File: config.mk
export PLATFORM = sky130hd
export DESIGN_NAME = shift_norm_engine
export DESIGN_NICKNAME = d
export VERILOG_FILES = /design/src/rtl/shn_pkg.sv /design/src/rtl/shn_step_ctr.sv /design/src/rtl/shn_shifter.sv /design/src/rtl/shn_ctrl.sv /design/src/rtl/shn_irq_hold.sv /design/src/rtl/shift_norm_engine.sv
export SDC_FILE = /design/constraint.sdc
export NUM_CORES = 1
export LEC_CHECK = 0
export BUFFER_PORTS_ARGS = -buffer_cell sky130_fd_sc_hd__buf_2
export CAP_MARGIN = 20
export CORE_MARGIN = 1.5
export CORE_UTILIZATION = 51
export DETAILED_ROUTE_END_ITERATION = 8
export PLACE_DENSITY = 0.92
export SETUP_SLACK_MARGIN = 0.3
export SLEW_MARGIN = 20
export SYNTH_ARGS = -nofsm -noshare
export SYNTH_HDL_FRONTEND = slang
export SYNTH_SLANG_ARGS = --single-unit
File: constraint.sdc
create_clock -name clk -period 2.7 [get_ports clk]
set_input_delay 0.405 -clock clk [delete_from_list [all_inputs] [get_ports clk]]
set_output_delay 0.405 -clock clk [all_outputs]
set_load 0.02 [all_outputs]
File: src/rtl/shn_pkg.sv
// Shared types for the long shift and normalize engine.
// Assumes 3-bit op codes fixed by the command interface.
package shn_pkg;
    typedef enum logic [2:0] {
        OP_LSH   = 3'd0,
        OP_LSH_S = 3'd1,
        OP_RSH   = 3'd2,
        OP_RSH_S = 3'd3,
        OP_ACL   = 3'd4,
        OP_NRM   = 3'd5,
        OP_NRM_S = 3'd6,
        OP_NONE  = 3'd7
    } shn_op_e;

    typedef enum logic [1:0] {ST_IDLE, ST_PREP, ST_RUN} shn_state_e;

    typedef enum logic [1:0] {DIR_LONG_L, DIR_LONG_R, DIR_ACC_L} shn_dir_e;

    function automatic logic op_is_signed(shn_op_e op);
        return (op == OP_LSH_S) || (op == OP_RSH_S) || (op == OP_NRM_S);
    endfunction

    function automatic logic op_is_norm(shn_op_e op);
        return (op == OP_NRM) || (op == OP_NRM_S);
    endfunction

    function automatic shn_dir_e op_dir(shn_op_e op);
        case (op)
            OP_RSH, OP_RSH_S: return DIR_LONG_R;
            OP_ACL:           return DIR_ACC_L;
            default:          return DIR_LONG_L;
        endcase
    endfunction
endpackage

File: src/rtl/shn_step_ctr.sv
// Step counter: loads the ones' complement of the count, counts up,
// wraps to zero. Assumes the caller only asserts clr when idle.
module shn_step_ctr #(
    parameter int SC_W = 6
) (
    input  logic            clk,
    input  logic            rst_n,
    input  logic            clr,
    input  logic            load,
    input  logic [SC_W-1:0] load_cnt,
    input  logic            inc,
    output logic [SC_W-1:0] sc,
    output logic            zero
);
    // Counter register: load has priority over increment and clear.
    always_ff @(posedge clk) begin
        if (!rst_n)      sc <= '0;
        else if (load)   sc <= ~load_cnt;
        else if (inc)    sc <= sc + 1'b1;
        else if (clr)    sc <= '0;
    end

    // Terminal (wrapped) value detect.
    assign zero = (sc == '0);
endmodule

File: src/rtl/shn_shifter.sv
// Datapath: AC, MQ and link registers with one-place long left, long
// right and accumulator-only left moves. The link changes only on load
// or on the sign copy.
module shn_shifter
    import shn_pkg::*;
#(
    parameter int WORD_W = 18
) (
    input  logic              clk,
    input  logic              rst_n,
    input  logic              load,
    input  logic [WORD_W-1:0] ld_ac,
    input  logic [WORD_W-1:0] ld_mq,
    input  logic              ld_link,
    input  logic              sign_fill,
    input  logic              step,
    input  shn_dir_e          dir,
    output logic [WORD_W-1:0] ac,
    output logic [WORD_W-1:0] mq,
    output logic              link
);
    // Register update: load, sign copy, or one shift step.
    always_ff @(posedge clk) begin
        if (!rst_n) begin
            ac   <= '0;
            mq   <= '0;
            link <= 1'b0;
        end else if (load) begin
            ac   <= ld_ac;
            mq   <= ld_mq;
            link <= ld_link;
        end else if (sign_fill) begin
            link <= ac[WORD_W-1];
        end else if (step) begin
            case (dir)
                DIR_LONG_L: {ac, mq} <= {ac[WORD_W-2:0], mq, link};
                DIR_LONG_R: {ac, mq} <= {link, ac, mq[WORD_W-1:1]};
                DIR_ACC_L:  ac       <= {ac[WORD_W-2:0], link};
                default:    ac       <= ac;
            endcase
        end
    end
endmodule

File: src/rtl/shn_ctrl.sv
// Sequencer: idle, one set-up cycle, then run cycles that either step
// or stop. Stops on SC zero or, for normalize, on differing top AC bits.
module shn_ctrl
    import shn_pkg::*;
(
    input  logic       clk,
    input  logic       rst_n,
    input  logic       cmd_valid,
    input  logic [2:0] cmd_op,
    input  logic       sc_zero,
    input  logic [1:0] ac_top2,
    output logic       accept,
    output logic       prep,
    output logic       step,
    output logic       done,
    output logic       busy,
    output shn_op_e    op_q
);
    shn_state_e state_q;
    logic       stop;
    logic       norm_stop;

    // Acceptance and per-cycle decode.
    always_comb begin
        accept    = (state_q == ST_IDLE) && cmd_valid && (shn_op_e'(cmd_op) != OP_NONE);
        prep      = (state_q == ST_PREP);
        norm_stop = op_is_norm(op_q) && (ac_top2[1] != ac_top2[0]);
        stop      = (state_q == ST_RUN) && (sc_zero || norm_stop);
        step      = (state_q == ST_RUN) && !stop;
        done      = stop;
        busy      = (state_q != ST_IDLE);
    end

    // State and latched op code.
    always_ff @(posedge clk) begin
        if (!rst_n) begin
            state_q <= ST_IDLE;
            op_q    <= OP_LSH;
        end else begin
            case (state_q)
                ST_IDLE: if (accept) begin
                    state_q <= ST_PREP;
                    op_q    <= shn_op_e'(cmd_op);
                end
                ST_PREP: state_q <= ST_RUN;
                ST_RUN:  if (stop) state_q <= ST_IDLE;
                default: state_q <= ST_IDLE;
            endcase
        end
    end
endmodule

File: src/rtl/shn_irq_hold.sv
// Interrupt hold: high while busy and for HOLD_N retired instructions
// after a normalize finishes.
module shn_irq_hold #(
    parameter int HOLD_N = 2
) (
    input  logic clk,
    input  logic rst_n,
    input  logic busy,
    input  logic norm_done,
    input  logic instr_done,
    output logic irq_hold
);
    localparam int CW = $clog2(HOLD_N + 1);
    logic [CW-1:0] tail_q;

    // Tail counter: armed by a normalize finish, drained by retirements.
    always_ff @(posedge clk) begin
        if (!rst_n)                          tail_q <= '0;
        else if (norm_done)                  tail_q <= CW'(HOLD_N);
        else if (instr_done && tail_q != '0) tail_q <= tail_q - 1'b1;
    end

    // Hold output.
    assign irq_hold = busy || (tail_q != '0);
endmodule

File: src/rtl/shift_norm_engine.sv
// Top: long shift / normalize engine over AC:MQ and link with a 6-bit
// up-counting step counter. Operands arrive with the command strobe.
module shift_norm_engine
    import shn_pkg::*;
#(
    parameter int WORD_W = 18,
    parameter int SC_W   = 6,
    parameter int HOLD_N = 2
) (
    input  logic              clk,
    input  logic              rst_n,
    input  logic              cmd_valid,
    input  logic [2:0]        cmd_op,
    input  logic [SC_W-1:0]   cmd_count,
    input  logic [WORD_W-1:0] cmd_ac,
    input  logic [WORD_W-1:0] cmd_mq,
    input  logic              cmd_link,
    input  logic              sc_clr,
    input  logic              instr_done,
    output logic [WORD_W-1:0] ac_out,
    output logic [WORD_W-1:0] mq_out,
    output logic              link_out,
    output logic [SC_W-1:0]   sc_out,
    output logic              busy,
    output logic              irq_hold
);
    logic    accept, prep, step, done, sc_zero;
    shn_op_e op_q;
    logic [1:0] ac_top2;

    assign ac_top2 = ac_out[WORD_W-1 -: 2];

    shn_ctrl u_ctrl (
        .clk(clk), .rst_n(rst_n), .cmd_valid(cmd_valid), .cmd_op(cmd_op),
        .sc_zero(sc_zero), .ac_top2(ac_top2), .accept(accept), .prep(prep),
        .step(step), .done(done), .busy(busy), .op_q(op_q)
    );

    shn_step_ctr #(.SC_W(SC_W)) u_sc (
        .clk(clk), .rst_n(rst_n), .clr(sc_clr && !busy), .load(accept),
        .load_cnt(cmd_count), .inc(prep || step), .sc(sc_out), .zero(sc_zero)
    );

    shn_shifter #(.WORD_W(WORD_W)) u_dp (
        .clk(clk), .rst_n(rst_n), .load(accept), .ld_ac(cmd_ac),
        .ld_mq(cmd_mq), .ld_link(cmd_link),
        .sign_fill(prep && op_is_signed(op_q)), .step(step),
        .dir(op_dir(op_q)), .ac(ac_out), .mq(mq_out), .link(link_out)
    );

    shn_irq_hold #(.HOLD_N(HOLD_N)) u_irq (
        .clk(clk), .rst_n(rst_n), .busy(busy),
        .norm_done(done && op_is_norm(op_q)), .instr_done(instr_done),
        .irq_hold(irq_hold)
    );
endmodule

Word-level counts from Yosys, hierarchy flattened
Cells that the tools add are included.
{ "classes": {"add_sub_neg": 2, "n_eq_ne": 15, "n_mux": 19, "bitwise": 2, "reduce_logical": 34} }
{ "ops": {"columns": ["cell", "count"], "rows": [
  ["18-bit 2-to-1 mux", 6],
  ["18-bit case mux with 3 select lines", 1],
  ["18-bit case mux with 2 select lines", 1],
  ["6-bit 2-to-1 mux", 3],
  ["2-bit nonzero test", 5],
  ["3-bit == test, second input constant", 3],
  ["1-bit logical AND", 9],
  ["2-bit 2-to-1 mux", 4],
  ["6-bit by 1-bit adder with 6-bit output, second input constant", 1],
  ["3-bit by 2-bit == test with 1-bit output, second input constant", 2],
  ["6-bit zero test", 1],
  ["1-bit logical OR", 6],
  ["2-bit != test, second input constant", 3],
  ["6-bit inverter", 1],
  ["2-bit case mux with 3 select lines", 1],
  ["3-bit AND reduction", 2],
  ["3-bit nonzero test", 2],
  ["2-bit by 1-bit == test with 1-bit output, second input constant", 2],
  ["2-bit == test, second input constant", 2],
  ["2-bit zero test", 2],
  ["2-bit case mux with 2 select lines", 1],
  ["2-bit AND reduction", 2],
  ["4-bit nonzero test", 1],
  ["2-bit OR reduction", 2],
  ["other kinds (7)", 9]
]} }
{ "totals": {"register_bits": 50} }

Depth between registers and ports, before layout
Gate-level depths: netlist of run 1.
{ "depth": {"word_depth": 10, "ltp_mapped": 10, "ltp_nobuf": 8} }

Modules after synthesis
Synthesis of run 1 repeated with hierarchy kept, for this count alone.
{ "unflattened": {"hier_cells": 334, "hier_area_um2": 3075.4} }
{ "by_module_without_submodules": {"columns": ["module", "n_inst", "cells_each", "area_each_um2"], "rows": [
  ["shn_shifter", 1, 243, 2239.6],
  ["shn_step_ctr", 1, 51, 414.1],
  ["shn_ctrl", 1, 20, 240.2],
  ["shn_irq_hold", 1, 11, 120.1],
  ["shift_norm_engine", 1, 9, 61.3]
]} }

Worst setup path before layout of run 1
OpenSTA, ideal clock, no wires.
{ "synth_path": {"kind": "register -> register", "start": "reg u_ctrl.op_q[1]", "end": "reg u_dp.mq[10]", "arrival_ns": 1.887, "slack_ns": 0.680, "path_stages_with_launch": 9, "path_buffers": 2, "synth_period_minus_slack_ns": 2.020, "path_cell_list": "dfxtp_1 nor2b_1 ha_1 buf_2 buf_1 mux2i_1 nand2_1 o211ai_1 a21oi_1"} }
{ "synth_via": {"elab_chain_len": 9, "word_cells_on_any_way": 27, "classes_between": "8 x eq/ne; 5 x mux; 14 x reduce/logical"} }
{ "synth_rtl": {"columns": ["element", "line", "text"], "rows": [
  ["from (decl)", "shn_ctrl.sv:17", "output shn_op_e op_q"],
  ["from (signal assigned)", "shn_ctrl.sv:43", "op_q <= shn_op_e'(cmd_op);"],
  ["parallel branches: the longest is 9 deep, another holds 18-bit case mux with 2 select lines", null, null],
  ["to (signal assigned)", "shn_shifter.sv:30", "mq <= ld_mq;"],
  ["to (signal assigned)", "shn_shifter.sv:36", "DIR_LONG_L: {ac, mq} <= {ac[WORD_W-2:0], mq, link};"],
  ["to (signal assigned)", "shn_shifter.sv:37", "DIR_LONG_R: {ac, mq} <= {link, ac, mq[WORD_W-1:1]};"],
  ["to (decl)", "shn_shifter.sv:19", "output logic [WORD_W-1:0] mq,"]
]} }
Several ways; the timed one is not identified. The select of a mux whose other input is x is not followed.
A chain may end at the register's enable or synchronous reset.

Worst setup path after layout of run 1
{ "layout_path": {"start": "reg u_ctrl.op_q[2]", "end": "reg u_dp.ac[17]"} }
{ "layout_via": {"elab_chain_len": 9, "word_cells_on_any_way": 28, "classes_between": "9 x eq/ne; 5 x mux; 14 x reduce/logical"} }
{ "layout_rtl": {"columns": ["element", "line", "text"], "rows": [
  ["parallel branches: the longest is 9 deep, another holds 18-bit case mux with 3 select lines", null, null],
  ["to (signal assigned)", "shn_shifter.sv:36", null],
  ["to (signal assigned)", "shn_shifter.sv:37", null],
  ["to (signal assigned)", "shn_shifter.sv:38", "DIR_ACC_L: ac <= {ac[WORD_W-2:0], link};"],
  ["to (decl)", "shn_shifter.sv:18", "output logic [WORD_W-1:0] ac,"]
]} }
Several ways; the timed one is not identified. The select of a mux whose other input is x is not followed.

==> impl_metrics.yaml, run 1 <==
yosys:
  synth-edff-count: 0
  synth_top_area_cell: "dfxtp_1"
  synth_most_common_cell: "nand2_1"
  yosysWarnings: 0
  syn_nets: 394
  synthTopCellsByArea: "dfxtp_1, o211ai_1, nand2_1, a21oi_1, mux2i_1"
  synth_top_area_share_pct: 35.1
  synthesis.area_mm2: 0.00285
  ys_seq_area_share_pct: 35.1
  syn_inst: 337
  synth.distinct_cells: 44
  synth_common_cells: "nand2_1, dfxtp_1, a21oi_1, o211ai_1, mux2i_1"
  synth-async-reset-ratio_pct: 0
  syn_avg_cell_area_um2: 8.47
  ys_seq_elements: 50
  synthFlopType: "dfxtp_1"
finish:
  fin_nets: 477
  register_area_mm2: 0.00100
  multiInputGateArea_mm2: 0.00169
  syn_to_final_growth_pct: 22.8
  fin_area_mm2: 0.00350
  n_antenna_cell: 0
  instances_no_fill: 493
  fill_cells: 462
  drive_above_1_share_pct: 28.7
die:
  die_area_mm2: 0.00605
  io_pins: 96
  die_w_um: 77.8
  start_util_pct: 52.5
  die_h_um: 77.8
  fp.coreArea_mm2: 0.00544
  placementRows: 27
critical_path:
  r2r_slack_ns: 0.51
  r2r_start: "u_ctrl.op_q[2]$_SDFFE_PN0P_"
  r2r_cells: 6
  crit_path_start_kind: "register"
  critPathKind: "reg -> reg"
  cp_max_fo: 17
  cp.depth: 6
  arrival_ns: 2.43
  crit_family: "simple AND/OR/NAND/NOR gates"
  worstPathRequired_ns: 2.95
  crit_path_end: "u_dp.ac[17]$_SDFFE_PN0P_"
  crit_path_end_kind: "register"
  critPathMaxStageDelay_ns: 0.50
  r2r-end: "u_dp.ac[17]$_SDFFE_PN0P_"
  crit_chain: "nand2_1 -> ha_1 -> or2_1 -> a22oi_1 -> a211o_1 -> a21oi_1"
  worst-path-buf-inv: 0
  critical-path-slowest-cell: "or2_1"
  cp-startpoint: "u_ctrl.op_q[2]$_SDFFE_PN0P_"
route:
  wire_per_inst_um: 14.9
  routed.top_layer: "met4"
  wl_met1_um: 3160
  drt_first_pass_iters: 4
  wl_met3_um: 427
  num_vias: 2936
  drtAntennaViolNets: 0
  met2_length_um: 3670
  drcViolationCount: 0
  wl_um: 7330
  drtIter0Drc: 186
  avgViaCountPerCell: 5.96
cts:
  cts_sinks: 50
  cts_max_level: 2
  cts_made_buffers: 5
  clk_path_buf_depth: 2
  clk_pin_slew_ns: 0.10
  clock_latency_ns: 0.31
  cts_tree: "built"
  cts_root_buf: "clkbuf_8"
placement:
  routabilityCongestion: 0.902
  hpwl_um: 5120
  io_buffer_count: 95
  placed_area_mm2: 0.00336
  dp_cells: 484
  dp_slack_ns: 0.384
min_path:
  hold_class: "in -> reg"
global_routing:
  grt.total_usage_pct: 25.2
  grt_pass1_wl_um: 12600
  antenna_found_initial: 0
  grt_max_degree: 69
  first_global_vias: 2848
  gr-total-overflow: 0
power:
  p_leak_nw: 1.53
  peakVddDrop_mv: 0.322
  powerDensity_mw_per_mm2: 592
sta:
  hold_viol_final: 0
  rsz0062_at_grt: "false"
  slew_violations: 0
  fmax_ghz: 0.457
  finalCriticalPeriod_ns: 2.19
  tightest_slew_ns: 0.588
  finalSetupViolCount: 0
  clock_skew_ns: 0.0186
  fin_crit_sh_pct: 81.0
  setup_tns_ns: 0
  whs_ns: 0.352
  relSlewSlack_pct: 60.8
  fin_ws_ns: 0.514
outcome:
  status: "finished, final reports clean"
run:
  maxCapViolations: 0
## final cells by class
cell class | instances | share of cell area (%)
Tap cell | 72 | 2.57
Timing Repair Buffer | 104 | 16.2
Inverter | 8 | 0.857
Multi-Input combinational cell | 251 | 48.3
Clock buffer | 6 | 2.36
Sequential cell | 50 | 28.6
Clock inverter | 2 | 1.11
## flip-flops by register name, summed over array words and instances (netlist names)
| name | cells |
|---|---|
| u_ctrl.state_q | 2 |
| u_dp.mq | 18 |
| u_dp.ac | 18 |
| u_irq.tail_q | 2 |
| u_ctrl.op_q | 3 |
| u_dp.link | 1 |
| u_sc.sc | 6 |
## worst reg2reg max path, cell delays in order, from the launching register on
cell	delay, ns
dfxtp_1	0.47
nand2_1	0.15
ha_1	0.37
or2_1	0.50
a22oi_1	0.20
a211o_1	0.32
a21oi_1	0.13
## metrics by stage
step / total power, mW / util (%)
detailed placement: 1.51 / 61.8
global route: 2.18 / 64.4
CTS: 2.07 / 64.0
finish: 2.07 / 64.4
global placement: 1.49 / 61.8
floorplan: 1.33 / -
## routing by layer
metal,global-route usage (%),vias up
li1,-,1411
met5,0,-
met4,8.18,0
met1,31.9,1410
met2,43.3,105
met3,4.35,10
## kinds of logic after synthesis
group	after synthesis	synth area share, %
compound gates	120	32.4
xor+xnor	3	0.921
fa+ha+maj	6	2.63
buf+inv	36	5.83
flops	50	35.1
mux	18	6.31
simple gates	104	16.8
## placed cells by master (no fill, tap or decap), types with 3 or more instances in the layout
master    instances
o221a_1           3
inv_1             7
a221o_1          16
a21oi_1          39
clkbuf_8          6
nor3_1            5
nor2_1           15
buf_2            95
nand2_1          61
o21a_1            7
o211ai_1         34
ha_1              6
mux2i_1          18
nor2b_1           7
o211a_1           3
nand2b_1          3
dfxtp_1          50
buf_4             7
a211oi_1          4
## timing repair
item                       in CTS  in global routing
resized for setup               0                  1
setup buffers                   0                  1
hold buffers                    0                  0
setup endpoints to repair       0                 35
## worst min path at each step
stage | cells after the start | from | to | slack (ns)
final | 3 | cmd_link | u_dp.link$_SDFFE_PN0P_ | 0.35
after global routing | 3 | cmd_link | u_dp.link$_SDFFE_PN0P_ | 0.37
after CTS | 3 | cmd_link | u_dp.link$_SDFFE_PN0P_ | 0.34
after detailed placement | 2 | u_dp.mq[0]$_SDFFE_PN0P_ | u_dp.mq[0]$_SDFFE_PN0P_ | 0.47
after global placement | 2 | u_dp.mq[0]$_SDFFE_PN0P_ | u_dp.mq[0]$_SDFFE_PN0P_ | 0.46
after floorplan | 2 | u_irq.tail_q[0]$_SDFFE_PP0P_ | u_irq.tail_q[0]$_SDFFE_PP0P_ | 0.51
## power breakdown
part,internal [mW],total (mW),switching [mW],leakage (nW)
logic,0.257,0.634,0.376,1.06
clock network,0.305,0.562,0.257,0.0618
registers,0.803,0.877,0.0737,0.409
(Power assumes the default switching activity.)
==> run 2: changes to the inputs <==
clock period = 2.05 ns   (was 2.7 ns; I/O delays follow)
==> run 2 against run 1 <==
Wire length is 16% higher. Final cell count is 6.7% higher. Critical path type unchanged. Utilization is 9.2 points higher. Fmax is 14% higher. First-iteration DRC count is 22% higher.
==> impl_metrics.yaml, run 2 (synthesized netlist as in run 1, its figures left out) <==
route:
  wire_per_inst_um: 16.2
  drtAntennaViolNets: 0
  avgViaCountPerCell: 5.96
  drt_first_pass_iters: 5
  drtIter0Drc: 227
  wl_um: 8530
  num_vias: 3136
  drcViolationCount: 0
min_path:
  hold_class: "in -> reg"
  whs_path_depth: 3
  hold_path_end: "u_dp.link$_SDFFE_PN0P_"
  hp-start: "cmd_link"
finish:
  top_regs: "u_dp.ac (18), u_dp.mq (18), u_sc.sc (6)"
  drive_above_1_share_pct: 39.4
  fill_cells: 400
  fin_area_mm2: 0.00401
  fin_nets: 510
  instances_no_fill: 526
  syn_to_final_growth_pct: 40.4
  most-common-layout-cells: "buf_2, nand2_1, dfxtp_1"
  n_antenna_cell: 0
  utilization_pct: 73.7
  layout_commonest_cell: "buf_2"
power:
  sw_frac_of_total_pct: 34.4
  peakVddDrop_mv: 0.447
  p_leak_nw: 1.75
  finalPower_mw: 2.95
  p_switching_mw: 1.02
  intPower_mw: 1.94
  comb_power_share_pct: 37.2
  seqPwrFrac_pct: 39.3
  clkPwrFrac_pct: 23.5
  powerDensity_mw_per_mm2: 737
critical_path:
  path_common_cell: "nor2b_4"
  worstPathRequired_ns: 2.28
  r2r_cells: 6
  cp-startpoint: "u_ctrl.op_q[1]$_SDFFE_PN0P_"
  cp_max_fo: 3
  crit_chain: "nor2b_4 -> ha_4 -> nor2b_4 -> o41a_1 -> a211o_1 -> a21oi_2"
  critical-path-slowest-cell: "o41a_1"
  critPathMaxStageDelay_ns: 0.44
  r2r_slack_ns: 0.13
  arrival_ns: 2.14
  critPathKind: "reg -> reg"
  r2r_start: "u_ctrl.op_q[1]$_SDFFE_PN0P_"
  crit_path_end_kind: "register"
  r2r-end: "u_dp.ac[17]$_SDFFE_PN0P_"
  crit_path_start_kind: "register"
cts:
  cts_made_buffers: 5
  clk_pin_slew_ns: 0.09
  clk_path_buf_depth: 2
  cts_sinks: 50
  cts_tree: "built"
  cts_hold_buffers: 0
  cts_max_level: 2
  clock_latency_ns: 0.30
  cts_root_buf: "clkbuf_8"
global_routing:
  gr-total-overflow: 0
  grt_pass1_wl_um: 13600
  met2_usage_pct: 48.4
  first_global_vias: 2843
  top_usage_layer: "met2"
  grtUsageMet1_pct: 34.6
  antenna_found_initial: 0
  grt.total_usage_pct: 27.5
  grt_max_degree: 36
  use_met3_pct: 4.94
sta:
  tightest_slew_ns: 0.738
  fmax_ghz: 0.522
  fin_crit_sh_pct: 93.4
  relSlewSlack_pct: 50.5
  fin_ws_ns: 0.135
  rsz0062_at_grt: "true"
  finalSetupViolCount: 0
  hold_viol_final: 0
  finalCriticalPeriod_ns: 1.92
  slew_violations: 0
  clock_skew_ns: 0.00820
placement:
  placed_area_mm2: 0.00352
  dp_slack_ns: -0.149
  routabilityCongestion: 0.811
  hpwl_um: 5280
  io_buffer_count: 95
  dp_cells: 497
outcome:
  status: "finished, final reports clean"
die:
  start_util_pct: 52.5
  die_area_mm2: 0.00605
  io_pins: 96
  die_w_um: 77.8
  die_h_um: 77.8
  fp.coreArea_mm2: 0.00544
  placementRows: 27
run:
  maxCapViolations: 0
## run 2: how the worst max path moves through the flow
| stage | cells after the start | slack [ns] | to |
|---|---|---|---|
| 2_1_floorplan | 9 | 0.17 | u_dp.ac[10]$_SDFFE_PN0P_ |
| 5_1_grt | 8 | 0.1 | u_dp.mq[13]$_SDFFE_PN0P_ |
| 3_5_place_dp | 7 | -0.15 | u_dp.mq[14]$_SDFFE_PN0P_ |
| 3_3_place_gp | 7 | -0.06 | u_dp.mq[9]$_SDFFE_PN0P_ |
| 6_report | 6 | 0.13 | u_dp.ac[17]$_SDFFE_PN0P_ |
| 4_1_cts | 9 | 0.18 | u_dp.ac[1]$_SDFFE_PN0P_ |
## run 2: per-stage QoR
stage	hold slack [ns]	TNS [ns]
5_1_grt	0.253	0
6_report	0.254	0
2_1_floorplan	0.443	0
3_3_place_gp	0.457	-1.00
4_1_cts	0.247	0
3_5_place_dp	0.477	-1.96
## run 2: layout make-up
class / instances / area (um2) / share of cell area, %
clock buffers: 7 / 76.3 / 1.91
clock inverters: 1 / 30.0 / 0.750
inverters: 8 / 35.0 / 0.874
multi-input cells: 251 / 1840 / 45.8
flip-flops and latches: 50 / 1010 / 25.3
well taps: 72 / 90.1 / 2.25
repair buffers: 137 / 926 / 23.1
## run 2: per-layer routing
metal,part of all wire [%],routed length [um]
met2,49,4220
met5,0,0
met4,1.1,94
met1,42,3580
met3,7.4,634
## run 2: critical path, delay by kind of cell, from the launching register on
family,cells,cell delay (ns)
adder cells (fa/ha/maj),1,0.24
flip-flops,1,0.37
AO/OA/AOI/OAI,3,0.88
AND/OR/NAND/NOR,2,0.35
## run 2: repair_timing
action / 4_1_cts / 5_1_grt
resized for setup: 22 / 26
cloned: 4 / 1
endpoints found under the setup margin: 42 / 42
setup buffers: 8 / 8
pin swaps: 47 / 49
hold endpoints to repair: 0 / 0
## run 2: power groups by stage
stage / Combinational [mW] / Sequential [mW] / Clock [mW]
2_1_floorplan: 0.545 / 1.25 / 0
3_3_place_gp: 0.861 / 1.17 / 0
3_5_place_dp: 0.887 / 1.17 / 0
4_1_cts: 0.993 / 1.15 / 0.700
5_1_grt: 1.18 / 1.17 / 0.741
6_report: 1.10 / 1.16 / 0.694
